`config.mk`:
```
export PLATFORM = sky130hd
export DESIGN_NAME = ctl3w_port
export DESIGN_NICKNAME = d
export VERILOG_FILES = /design/src/rtl/ctl3w_pkg.sv /design/src/rtl/ctl3w_sync.sv /design/src/rtl/ctl3w_shifter.sv /design/src/rtl/ctl3w_decode.sv /design/src/rtl/ctl3w_port.sv
export SDC_FILE = /design/constraint.sdc
export NUM_CORES = 1
export LEC_CHECK = 0
export BUFFER_PORTS_ARGS = -buffer_cell sky130_fd_sc_hd__buf_2
export CORE_MARGIN = 3
export CORE_UTILIZATION = 45
export DETAILED_ROUTE_END_ITERATION = 7
export HOLD_SLACK_MARGIN = 0.12
export PLACE_DENSITY = 0.66
export RECOVER_POWER = 50
export SLEW_MARGIN = 5
export SYNTH_ARGS = -nofsm -noshare
export SYNTH_HDL_FRONTEND = slang
export SYNTH_SLANG_ARGS = --single-unit
```
`constraint.sdc`:
```
create_clock -name clk -period 1.9 [get_ports clk]
set_input_delay 0.19 -clock clk [delete_from_list [all_inputs] [get_ports clk]]
set_output_delay 0.19 -clock clk [all_outputs]
set_load 0.005 [all_outputs]
```
`src/rtl/ctl3w_pkg.sv`:
```
package ctl3w_pkg;
  localparam int BYTE_W = 8;
  localparam int ADDR_W = 6;
  localparam logic [ADDR_W-1:0] DEV_ADDR = 6'b000101;
  localparam logic [1:0] PWR_RESET = 2'b11;

  typedef enum logic [1:0] {
    TGT_DATA   = 2'b00,
    TGT_RSV_A  = 2'b01,
    TGT_STATUS = 2'b10,
    TGT_RSV_B  = 2'b11
  } tgt_e;

  typedef struct packed {
    logic [1:0] clk_rate;
    logic [2:0] fmt;
    logic       dc_en;
  } status_t;

  typedef struct packed {
    logic [5:0] vol;
    logic [1:0] deemph;
    logic       mute;
    logic [1:0] pwr;
  } play_t;

  function automatic logic addr_hits(input logic [BYTE_W-1:0] b);
    return b[BYTE_W-1 -: ADDR_W] == DEV_ADDR;
  endfunction

  function automatic status_t status_of(input logic [BYTE_W-1:0] b);
    status_t s;
    s.clk_rate = b[5:4];
    s.fmt      = b[3:1];
    s.dc_en    = b[0];
    return s;
  endfunction

  function automatic play_t play_merge(input play_t cur, input logic [BYTE_W-1:0] b);
    play_t p;
    p = cur;
    case (b[7:6])
      2'b00: p.vol = b[5:0];
      2'b10: begin
        p.deemph = b[4:3];
        p.mute   = b[2];
        p.pwr    = b[1:0];
      end
      default: p = cur;
    endcase
    return p;
  endfunction
endpackage

```
`src/rtl/ctl3w_sync.sv`:
```
module ctl3w_sync #(
  parameter int STAGES = 2,
  parameter int LINES  = 3
) (
  input  logic             clk,
  input  logic             rst_n,
  input  logic [LINES-1:0] raw,
  output logic [LINES-1:0] synced,
  output logic [LINES-1:0] rise,
  output logic [LINES-1:0] flip
);
  logic [LINES-1:0][STAGES-1:0] pipe;
  logic [LINES-1:0]             prev;

  for (genvar i = 0; i < LINES; i++) begin : g_line
    always_ff @(posedge clk or negedge rst_n) begin
      if (!rst_n) begin
        pipe[i] <= '0;
        prev[i] <= 1'b0;
      end else begin
        pipe[i] <= {pipe[i][STAGES-2:0], raw[i]};
        prev[i] <= pipe[i][STAGES-1];
      end
    end
    assign synced[i] = pipe[i][STAGES-1];
    assign rise[i]   = synced[i] & ~prev[i];
    assign flip[i]   = synced[i] ^ prev[i];
  end
endmodule

```
`src/rtl/ctl3w_shifter.sv`:
```
module ctl3w_shifter #(
  parameter int BYTE_W = 8
) (
  input  logic              clk,
  input  logic              rst_n,
  input  logic              strobe,
  input  logic              bit_in,
  input  logic              flush,
  input  logic              mode_hi,
  output logic              byte_done,
  output logic              byte_is_addr,
  output logic [BYTE_W-1:0] byte_val
);
  localparam int CNT_W = $clog2(BYTE_W);
  localparam logic [CNT_W-1:0] LAST = CNT_W'(BYTE_W - 1);

  logic [BYTE_W-2:0] sh;
  logic [CNT_W-1:0]  cnt;
  logic              at_last;

  assign at_last      = (cnt == LAST);
  assign byte_done    = strobe && !flush && at_last;
  assign byte_val     = {sh, bit_in};
  assign byte_is_addr = !mode_hi;

  always_ff @(posedge clk or negedge rst_n) begin
    if (!rst_n) begin
      sh  <= '0;
      cnt <= '0;
    end else if (flush) begin
      cnt <= '0;
    end else if (strobe) begin
      sh  <= {sh[BYTE_W-3:0], bit_in};
      cnt <= at_last ? '0 : cnt + 1'b1;
    end
  end
endmodule

```
`src/rtl/ctl3w_decode.sv`:
```
module ctl3w_decode
  import ctl3w_pkg::*;
(
  input  logic              clk,
  input  logic              rst_n,
  input  logic              byte_done,
  input  logic              byte_is_addr,
  input  logic [BYTE_W-1:0] byte_val,
  input  logic              locked,
  output status_t           stat_q,
  output play_t             play_q,
  output logic              selected
);
  tgt_e tgt_q;
  logic data_wr;

  assign data_wr = byte_done && !byte_is_addr && selected && !locked;

  always_ff @(posedge clk or negedge rst_n) begin
    if (!rst_n) begin
      selected <= 1'b0;
      tgt_q    <= TGT_DATA;
    end else if (byte_done && byte_is_addr) begin
      selected <= addr_hits(byte_val);
      tgt_q    <= tgt_e'(byte_val[1:0]);
    end
  end

  always_ff @(posedge clk or negedge rst_n) begin
    if (!rst_n) begin
      stat_q <= '0;
      play_q <= '{vol: 6'd0, deemph: 2'd0, mute: 1'b0, pwr: PWR_RESET};
    end else if (data_wr) begin
      case (tgt_q)
        TGT_STATUS: stat_q <= status_of(byte_val);
        TGT_DATA:   play_q <= play_merge(play_q, byte_val);
        default: ;
      endcase
    end
  end
endmodule

```
`src/rtl/ctl3w_port.sv`:
```
module ctl3w_port
  import ctl3w_pkg::*;
#(
  parameter int SYNC_STAGES = 2
) (
  input  logic       clk,
  input  logic       rst_n,
  input  logic       pin_mode_a,
  input  logic       pin_mode_b,
  input  logic       ser_mode,
  input  logic       ser_clk,
  input  logic       ser_data,
  output logic [1:0] clk_rate,
  output logic [2:0] data_fmt,
  output logic       dc_filt_en,
  output logic [5:0] volume,
  output logic [1:0] deemph,
  output logic       dac_mute,
  output logic [1:0] pwr_ctl
);
  localparam int LINES = 3;
  localparam int I_DATA = 0;
  localparam int I_CLK  = 1;
  localparam int I_MODE = 2;

  logic [LINES-1:0]  synced, rise, flip;
  logic              byte_done, byte_is_addr, dev_selected, regs_locked;
  logic [BYTE_W-1:0] byte_val;
  status_t           stat_q;
  play_t             play_q;

  assign regs_locked = pin_mode_a && pin_mode_b;

  ctl3w_sync #(.STAGES(SYNC_STAGES), .LINES(LINES)) u_sync (
    .clk(clk), .rst_n(rst_n),
    .raw({ser_mode, ser_clk, ser_data}),
    .synced(synced), .rise(rise), .flip(flip)
  );

  ctl3w_shifter #(.BYTE_W(BYTE_W)) u_shift (
    .clk(clk), .rst_n(rst_n),
    .strobe(rise[I_CLK]), .bit_in(synced[I_DATA]),
    .flush(flip[I_MODE]), .mode_hi(synced[I_MODE]),
    .byte_done(byte_done), .byte_is_addr(byte_is_addr), .byte_val(byte_val)
  );

  ctl3w_decode u_dec (
    .clk(clk), .rst_n(rst_n),
    .byte_done(byte_done), .byte_is_addr(byte_is_addr), .byte_val(byte_val),
    .locked(regs_locked), .stat_q(stat_q), .play_q(play_q), .selected(dev_selected)
  );

  assign clk_rate   = stat_q.clk_rate;
  assign data_fmt   = stat_q.fmt;
  assign dc_filt_en = stat_q.dc_en;
  assign volume     = play_q.vol;
  assign deemph     = play_q.deemph;
  assign dac_mute   = play_q.mute;
  assign pwr_ctl    = play_q.pwr;
endmodule

```
==> results of run 1 <==
==> metal layers <==
| metal | global-route usage, % | up-vias | routed length (um) |
|---|---|---|---|
| li1 | - | 391 | - |
| met1 | 18.0 | 400 | 1110 |
| met2 | 20.3 | 17 | 1040 |
| met3 | 6.29 | 7 | 131 |
| met4 | 5.79 | 0 | 47 |
| met5 | 0 | - | 0 |
==> Yosys cell counts <==
library cell	count
a21oi_1	2
and4b_1	1
buf_6	1
clkbuf_1	1
dfrtp_1	36
dfstp_2	2
ha_1	2
inv_1	1
mux2_2	20
mux2_4	6
mux2i_1	2
nand2b_1	1
nand3_1	1
nand3b_1	2
nand4_1	1
nand4b_1	1
nor2_1	4
nor2_2	2
nor3_1	2
nor4b_1	1
o21ai_0	1
xor2_2	1
==> timing repair <==
item                                    CTS  global route
buffers inserted                          0             1
gates resized for setup                   0             2
hold buffers                              4             0
endpoints found under the hold margin    39             0
endpoints found under the setup margin    0            15
==> layout by cell type, fill, tap and decap left out, types with 2 or more instances in the layout <==
cell type,count
mux2_2,20
mux2i_1,2
clkbuf_4,5
dfstp_2,2
dlygate4sd3_1,4
nor2_2,2
a21oi_1,2
clkinv_2,2
clkbuf_1,5
dfrtp_1,36
buf_4,2
mux2_4,6
nand3b_1,2
nor2_1,4
nor3_1,2
ha_1,2
buf_2,17
==> report_power, final <==
group	internal, mW	switching, mW	total, mW
logic	0.0784	0.0469	0.125
registers	0.881	0.100	0.981
clock network	0.272	0.258	0.531
total	1.23	0.405	1.64
==> sequential cells by signal (all words and copies together) (netlist names) <==
register        flops
u_dec.stat_q        6
u_sync.pipe         3
u_dec.play_q       11
u_sync.synced       3
u_shift.sh          7
u_sync.prev         2
u_shift.cnt         3
u_dec.tgt_q         2
u_dec.selected      1
==> per-stage QoR <==
step | TNS, ps | setup slack, ps | util (%) | hold WS (ps) | total power [mW]
floorplan | 0 | 273 | - | -106 | 1.05
global placement | 0 | 140 | 52.8 | 299 | 1.11
detailed placement | 0 | 75.5 | 52.8 | 299 | 1.12
CTS | 0 | 46.2 | 56.6 | 362 | 1.66
global route | -57.1 | -15.5 | 56.8 | 374 | 1.72
finish | 0 | 117 | 56.8 | 362 | 1.64
==> final cells by class <==
class / instances / area (sq um)
Fill cell: 258 / 1330
Sequential cell: 38 / 953
Multi-Input combinational cell: 50 / 495
Timing Repair Buffer: 29 / 164
Tap cell: 44 / 55.1
Clock inverter: 3 / 40.0
Clock buffer: 5 / 37.5
Inverter: 1 / 3.75
==> kinds of logic after synthesis <==
kind of cell	Yosys count	share of synthesized area, %
muxes	28	22.9
and+or+nand+nor	16	6.68
DFF	38	65.2
adders and majority gates	2	1.71
xor gates and xnor gates	1	1.11
AOI/OAI and AO/OA	3	1.03
buffers and inverters	3	1.28
==> how the worst min path moves through the flow <==
stage / slack, ps / end / cells after the start
global route: 370 / u_sync.synced[0] / 0
global placement: 300 / u_sync.pipe[2] / 1
CTS: 360 / u_sync.synced[2] / 0
floorplan: -110 / u_dec.play_q[10] / 0
detailed placement: 300 / u_sync.pipe[0] / 1
finish: 360 / u_sync.synced[0] / 0
==> critical path, delay by kind of cell, from the launching register on <==
family	cells	cell delay (ps)
adder cells (fa/ha/maj)	2	320
flip-flops	1	390
multiplexers	1	320
AND/OR/NAND/NOR	3	640
==> reports/metrics.cfg, run 1 <==
[worst_setup_path]
critical_path_class = reg -> reg
cp_common_cell = ha_1
rrSetupSlack_ps = 120
crit_start = u_shift.cnt[0]
cp-end-kind = register
max_stage_delay_ps = 390
cp-start-kind = register
reg2reg_depth = 6
r2r-end = u_dec.play_q[8]
cp-endpoint = u_dec.play_q[8]
arrival_ps = 2010
path_max_fanout = 6
crit_slowest_cell = dfrtp_1
required_ps = 2130
r2r_start = u_shift.cnt[0]
path_cells = ha_1, ha_1, nand3b_1, nor2_2, and4b_2, mux2_4

[drt]
drtIter0Drc = 24
ant_nets = 0
drc = 0
avgRoutedWirePerCell_um = 13.7
routed_wl_mm = 2.33
vias_per_cell = 4.79
vias = 815
firstDrtPassIters = 4

[cells_and_area]
diodes = 0
nets = 134
area_growth_pct = 19.7
final_cells = 170
drive_above_1_share_pct = 48.4
design_area_sq_um = 1750

[global_route]
grt_max_degree = 39
antenna_found_initial = 0
grt_pass1_wl_mm = 4.15
grt_pass1_vias = 847
grt_overflow_total = 0
grt_usage_pct = 13.9

[clocking]
cts_num_sinks = 38
clk_latency_ps = 340
cts-root-buf = clkbuf_4
ctsLongestPathBuffers = 2
cts_tree = yes
numCtsBuffers = 5
htreeDepth = 2
clk_pin_slew_ps = 120

[sta]
relSlewSlack_pct = 40.8
finalClockSkew_ps = 9.37
hold_violations = 0
max_freq_mhz = 561
tightest_slew_ps = 888
rsz0062_at_grt = yes
min_period_over_period_pct = 93.8
min_period_ps = 1780
slew_violations = 0
finalSetupViolations = 0

[placed_design]
dp_cells = 157
dpl.hpwl_mm = 1.64
place_congestion = 0.755
place_area_sq_um = 1620
io_buffer_count = 23

[floorplanning]
fp.dieH_um = 63.0
rows = 20
core_area_sq_um = 3080
dieArea_sq_um = 3970
die_width_um = 63.0
io-pin-count = 24
initial_core_util_pct = 47.5

[yosys]
ys_ff_latch = 38
synth_area_sq_um = 1460
synthTopCellsByArea = dfrtp_1 (62%), mux2_2 (15%), mux2_4 (6.2%)
synthCells = 91
yosysTopAreaCell = dfrtp_1
yosysSeqAreaShare_pct = 65.2
syn_nets = 100
yosysTopAreaCellShare_pct = 61.6
yosysWarnings = 0
synthDistinctLibCells = 22
avgSynthCellArea_sq_um = 16.1

[hold_path]
min-delay-start = u_sync.pipe[0]
hold_class = reg -> reg

[status]
status = finished, final reports clean

[job]
maxCapViolCount = 0

[power_and_ir_drop]
peakVddDrop_v = 0.000521
p_per_area_nw_per_um2 = 936
p_leak_nw = 0.880

No activity file was read; power rests on OpenSTA's default activity.
==> run 2: changes to the inputs <==
Settings changed: ABC_AREA set to 1, PLACE_DENSITY 0.66 to 0.65.
==> run 2 against run 1 <==
  * Final cell count rose by 39%
  * Power fell by 10%
  * Die area is 8.1% higher
  * Synthesized cell count rose by 76%
  * Critical endpoint is now u_dec.play_q[10]
==> reports/metrics.cfg, run 2 <==
[status]
status = finished, final reports clean

[hold_path]
hold_class = in -> reg
hold_depth = 5  ; +5

[yosys]
yosysSeqAreaShare_pct = 59.9  ; -5.4 points
muxShareOfSynthArea_pct = 0  ; -23 points
yosysTopAreaCell = dfrtp_1
avgSynthCellArea_sq_um = 9.95  ; -38%
async_flop_share_pct = 100  ; unchanged
synth_edf_count = 0  ; unchanged
synth-adder-area-share_pct = 1.57  ; -0.14 points
synthCells = 160  ; +76%
synth_area_sq_um = 1590  ; +9.0%
synth_compound_area_share_pct = 4.40  ; +3.4 points
yosysTopAreaCellShare_pct = 56.6  ; -5.1 points
synth_top_family_by_area = simple AND/OR/NAND/NOR gates
synth_common_cells = nand2_1 (53), dfrtp_1 (36), nand4_1 (18), o21ai_1 (13), inv_1 (12)
synthDistinctLibCells = 20  ; -9.1%
synthTopCellsByArea = dfrtp_1 (57%), nand2_1 (12%), nand4_1 (7.1%)
ys_ff_latch = 38  ; unchanged
synth_simple_gate_area_share_pct = 28.1  ; +21 points
synth_ff_type = dfrtp_1
synthXorXnorAreaFrac_pct = 0  ; -1.1 points
yosysWarnings = 0  ; unchanged
synth.most_common_cell = nand2_1
syn_nets = 169  ; +69%

[cells_and_area]
fill_cells = 312  ; +21%
final_cells = 237  ; +39%
largest_reg_flops = 11  ; unchanged
layout_commonest_cell = nand2_1
final_cell_mix = nand2_1 (53), dfrtp_1 (36), nand4_1 (18)
diodes = 0  ; unchanged
regMostFlops = u_dec.play_q
nets = 201  ; +50%
drive_above_1_share_pct = 17.6  ; -31 points
top_regs = u_dec.play_q x11, u_shift.sh x7, u_dec.stat_q x6
area_growth_pct = 14.6

[sta]
finalSetupViolations = 0  ; unchanged
relSlewSlack_pct = 39.2  ; -1.6 points
max_freq_mhz = 701  ; +25%
tightest_slew_ps = 912  ; +24.3 ps
tns_ps = 0  ; unchanged
min_period_over_period_pct = 75.1  ; -19 points
setup_ws_ps = 473  ; +356 ps
rsz0062_at_grt = no
slew_violations = 0  ; unchanged
min_period_ps = 1430  ; -356 ps
hold_violations = 0  ; unchanged
finalClockSkew_ps = 4.09  ; -5.28 ps

[floorplanning]
initial_core_util_pct = 49.7  ; +2.2 points
die_width_um = 65.5  ; +4.0%
rows = 20  ; unchanged
core_area_sq_um = 3200  ; +4.1%
fp.dieH_um = 65.5  ; +4.0%
io-pin-count = 24  ; unchanged
dieArea_sq_um = 4290  ; +8.1%

[worst_setup_path]
cp_common_cell = nand2_1
crit_buf_inv = 1  ; +1
cp.depth = 6  ; unchanged
path_cells = inv_2, nand2_1, nor2_1, nand4_4, nand2_1, nand2_1
reg2reg_depth = 6  ; unchanged
cp-start-kind = register
required_ps = 2140  ; about the same
path_max_fanout = 7  ; +1
critPathTopFamily = simple AND/OR/NAND/NOR gates
crit_slowest_cell = nor2_1
max_stage_delay_ps = 460  ; +70 ps
critical_path_class = reg -> reg
cp-end-kind = register
arrival_ps = 1670  ; -340 ps

[placed_design]
io_buffer_count = 23  ; unchanged
pre_cts_slack_ps = 465  ; +389 ps
dp_cells = 225  ; +43%
place_congestion = 0.829  ; +9.9%
dpl.hpwl_mm = 2.19  ; +33%

[clocking]
cts_setup_buffers = 0  ; unchanged
cts_num_sinks = 38  ; unchanged
htreeDepth = 2  ; unchanged
clk_pin_slew_ps = 100  ; -20 ps
ctsLongestPathBuffers = 2  ; unchanged
numCtsBuffers = 5  ; unchanged
clk_latency_ps = 340  ; about the same
cts_tree = yes
cts-root-buf = clkbuf_4

[drt]
routed_wl_mm = 3.04  ; +30%
drtIter0Drc = 58  ; +140%
vias_per_cell = 5.06  ; +5.6%
firstDrtPassIters = 4  ; unchanged
drc = 0  ; unchanged
vias = 1200  ; +47%
avgRoutedWirePerCell_um = 12.8  ; -6.5%
ant_nets = 0  ; unchanged

[global_route]
grt_max_degree = 39  ; unchanged
grt_usage_pct = 16.9  ; +3.0 points
antenna_found_initial = 0  ; unchanged
grt_overflow_total = 0  ; unchanged
grt_pass1_wl_mm = 5.42  ; +31%
grt_pass1_vias = 1196  ; +41%

[power_and_ir_drop]
p_leak_nw = 0.979  ; +11%
peakVddDrop_v = 0.000479  ; -8.2%
p_per_area_nw_per_um2 = 804  ; -14%

[job]
maxCapViolCount = 0  ; unchanged

## run 2: changes by cell type after synthesis, sizes merged, moves of 3 or more
cell | previous run | this run
nand3 | 1 | 4
nand2 | 0 | 53
buf | 1 | 4
mux2 | 26 | 0
inv | 1 | 16
nand4 | 1 | 21
o21ai | 1 | 13
## run 2: kinds of logic (layout without fill, tap and decap cells)
group / Yosys count / count (layout)
adder cells (fa/ha/maj): 2 / 2
flip-flops: 38 / 38
buffers and inverters: 21 / 54
AND/OR/NAND/NOR: 85 / 85
AO/OA/AOI/OAI: 14 / 14
## run 2: per-layer routing
metal	share of wire (%)	vias up	global-route usage, %
li1	-	594	-
met2	47	25	26.5
met4	2.6	0	9.59
met3	4.8	9	4.79
met1	46	572	20.9
met5	0	-	0
## run 2: path summary, 6_finish.rpt
path,startpoint,endpoint,slack [ps]
setup / recovery,u_shift.sh[5],u_dec.play_q[10],470
hold / removal,pin_mode_b,u_dec.play_q[0],340
setup reg to reg,u_shift.sh[5],u_dec.play_q[10],470
hold reg to reg,u_sync.pipe[4],u_sync.synced[2],360
max in group asynchronous,rst_n,u_dec.tgt_q[0],840
min in group asynchronous,rst_n,u_dec.play_q[7],500
## run 2: tightest hold or removal path, stage by stage
cell,delay (ps)
buf_2,80
a21oi_1,50
buf_4,200
nand4_1,120
nand2_1,50
## run 2: stage by stage
stage / utilization, % / hold WS (ps) / power, mW / area, sq um
final: 57.0 / 341 / 1.47 / 1830
after CTS: 57.4 / 328 / 1.49 / 1840
after floorplan: - / -106 / 1.02 / 1590
after global placement: 54.6 / 298 / 1.08 / 1750
after global routing: 57.0 / 369 / 1.55 / 1830
after detailed placement: 54.6 / 299 / 1.08 / 1750
## run 2: cell type report
type                       count  area [sq um]  area share, %
tap                           44          55.1           3.02
timing repair buffer          30           165           9.05
sequential                    38           953           52.2
clock buffer                   8          48.8           2.67
multi-input combinational    101           543           29.7
inverter                      16          60.1           3.29
## run 2: power by group
group          switching, mW  total, mW  internal [mW]  leakage, nW
Combinational          0.113      0.160         0.0475        0.453
Sequential            0.0545      0.912          0.858        0.499
Clock                  0.248      0.396          0.148       0.0265
## run 2: repair_timing
| item | CTS | global route |
|---|---|---|
| hold buffers | 4 | 0 |
| resized for setup | 0 | 0 |
| endpoints found under the hold margin | 39 | 0 |
==> run 3: changes to the inputs <==
Settings changed: ABC_AREA 1 to 0, PLACE_DENSITY 0.65 to 0.66.
Clock period 1.9 ns to 1.45 ns, I/O delays scaled along.
==> run 3 against run 2 <==
  * The flow now finishes with violations (setup timing)
  * Worst setup slack worse by 780 ps
  * Clock power up 140%
  * Count of clock-buffer cells in the layout down 2
  * Critical endpoint is now u_dec.play_q[6]
  * Highest routed layer unchanged
==> reports/metrics.cfg, run 3 (same netlist as run 1, synthesis figures left out) <==
[floorplanning]
core_area_sq_um = 3080  ; -3.9%
io-pin-count = 24  ; unchanged
dieArea_sq_um = 3970  ; -7.5%
initial_core_util_pct = 47.5  ; -2.2 points
rows = 20  ; unchanged
die_width_um = 63.0  ; -3.8%
fp.dieH_um = 63.0  ; -3.8%

[drt]
drc = 0  ; unchanged
drtIter0Drc = 14  ; -76%
firstDrtPassIters = 4  ; unchanged
avgRoutedWirePerCell_um = 15.4  ; +20%
ant_nets = 0  ; unchanged
routed_wl_mm = 2.86  ; -5.9%
vias = 911  ; -24%
vias_per_cell = 4.90  ; -3.3%

[clocking]
ctsLongestPathBuffers = 2  ; unchanged
clk_latency_ps = 340  ; about the same
numCtsBuffers = 5  ; unchanged
htreeDepth = 2  ; unchanged
cts_tree = yes
cts-root-buf = clkbuf_4
cts_num_sinks = 38  ; unchanged
clk_pin_slew_ps = 110  ; about the same

[cells_and_area]
nets = 150  ; -25%
regMostFlops = u_dec.play_q
diodes = 0  ; unchanged
drive_above_1_share_pct = 58.5  ; +41 points
fill_cells = 228  ; -27%
final_cells = 186  ; -22%
top_regs = u_dec.play_q x11, u_shift.sh x7, u_dec.stat_q x6
largest_reg_flops = 11  ; unchanged
layout_commonest_cell = dfrtp_1
area_growth_pct = 36.6
final_cell_mix = dfrtp_1 (36), buf_2 (23), mux2_4 (15)
seqCellArea_sq_um = 953  ; unchanged
multi_input_area_sq_um = 559  ; +3.0%

[job]
maxCapViolCount = 0  ; unchanged

[power_and_ir_drop]
p_leak_nw = 1.02  ; +4.3%
p_per_area_nw_per_um2 = 1240  ; +55%
peakVddDrop_v = 0.000738  ; +54%
p_total_mw = 2.49  ; +69%

[global_route]
grt_pass1_vias = 1053  ; -12%
grt_overflow_total = 0  ; unchanged
grt_max_degree = 39  ; unchanged
grt_pass1_wl_mm = 4.80  ; -12%
grt_usage_pct = 15.8  ; -1.1 points
antenna_found_initial = 0  ; unchanged

[sta]
finalSetupViolations = 20  ; +20
tightest_slew_ps = 892  ; -20.1 ps
rsz0062_at_grt = yes
tns_ps = -4860  ; -4860 ps
slew_violations = 0  ; unchanged
finalClockSkew_ps = 3.44  ; -0.648 ps
min_period_over_period_pct = 121  ; +46 points
hold_violations = 0  ; unchanged
relSlewSlack_pct = 40.5  ; +1.3 points
min_period_ps = 1760  ; +329 ps
setup_ws_ps = -306  ; -779 ps
max_freq_mhz = 570  ; -19%

[placed_design]
dp_cells = 169  ; -25%
dpl.hpwl_mm = 1.83  ; -16%
io_buffer_count = 23  ; unchanged
place_congestion = 0.804  ; -3.1%

[worst_setup_path]
path_cells = ha_2, ha_4, nand3b_1, nor2_2, and4b_1, buf_6, mux2_4
critPathTopFamily = simple AND/OR/NAND/NOR gates
path_max_fanout = 6  ; -1
reg2reg_depth = 7  ; +1
required_ps = 1690  ; -450 ps
crit_buf_inv = 1  ; unchanged
arrival_ps = 1990  ; +320 ps
crit_slowest_cell = dfrtp_1
cp.depth = 7  ; +1
cp-end-kind = register
cp-start-kind = register
max_stage_delay_ps = 380  ; -80 ps
critical_path_class = reg -> reg

[status]
violations = setup timing
status = finished, violations left

[hold_path]
hold_class = reg -> reg
hold_depth = 0  ; -5

-- run 3: changes by cell type in the layout (fill, tap and decap cells not counted), moves of 11 or more --
cell / before / now
clkbuf_1: 13 / 1
buf_2: 12 / 23
mux2_2: 0 / 11
inv_1: 12 / 1
o21ai_1: 12 / 1
nand4_1: 18 / 1
mux2_4: 0 / 15
nand2_1: 53 / 0
-- run 3: area by class of cell --
cell class              instances  area share (%)
clock buffers                   6            2.57
inverters                       1           0.188
clock inverters                 2            3.01
flip-flops and latches         38            47.7
multi-input cells              50            28.0
well taps                      44            2.76
repair buffers                 45            15.7
-- run 3: worst paths after layout --
check                      slack (ps)            from          endpoint
min                               360  u_sync.pipe[4]  u_sync.synced[2]
max in group asynchronous         370           rst_n   u_dec.stat_q[5]
min reg2reg                       360  u_sync.pipe[4]  u_sync.synced[2]
max                              -310  u_shift.cnt[1]   u_dec.play_q[6]
min in group asynchronous         520           rst_n  u_dec.play_q[10]
max reg2reg                      -310  u_shift.cnt[1]   u_dec.play_q[6]
-- run 3: what timing repair did --
action / 4_1_cts / 5_1_grt
pin swaps: 1 / 2
endpoints found under the setup margin: 27 / 27
setup buffers: 4 / 2
hold buffers: 4 / 0
gates resized for setup: 9 / 13
endpoints found under the hold margin: 39 / 0
-- run 3: report_power, final --
group / switching, mW / total (mW) / internal [mW]
Combinational: 0.0853 / 0.260 / 0.175
Sequential: 0.135 / 1.29 / 1.15
Clock: 0.351 / 0.935 / 0.584
-- run 3: per-layer routing --
metal	wire length, um	up-vias	share of wire [%]	track usage [%]
met4	34	0	1.2	6.61
met2	1530	23	53	27.7
met5	0	-	0	0
met3	123	4	4.3	4.86
met1	1180	464	41	17.7
li1	-	420	-	-
-- run 3: through the flow --
step / hold WS, ps / setup slack (ps) / instance area [sq um] / utilization (%)
finish: 361 / -306 / 2000 / 64.9
global route: 369 / -367 / 2000 / 64.9
CTS: 362 / -246 / 1940 / 63.1
detailed placement: 220 / -260 / 1730 / 56.2
global placement: 207 / -201 / 1730 / 56.2
floorplan: -151 / -155 / 1480 / -
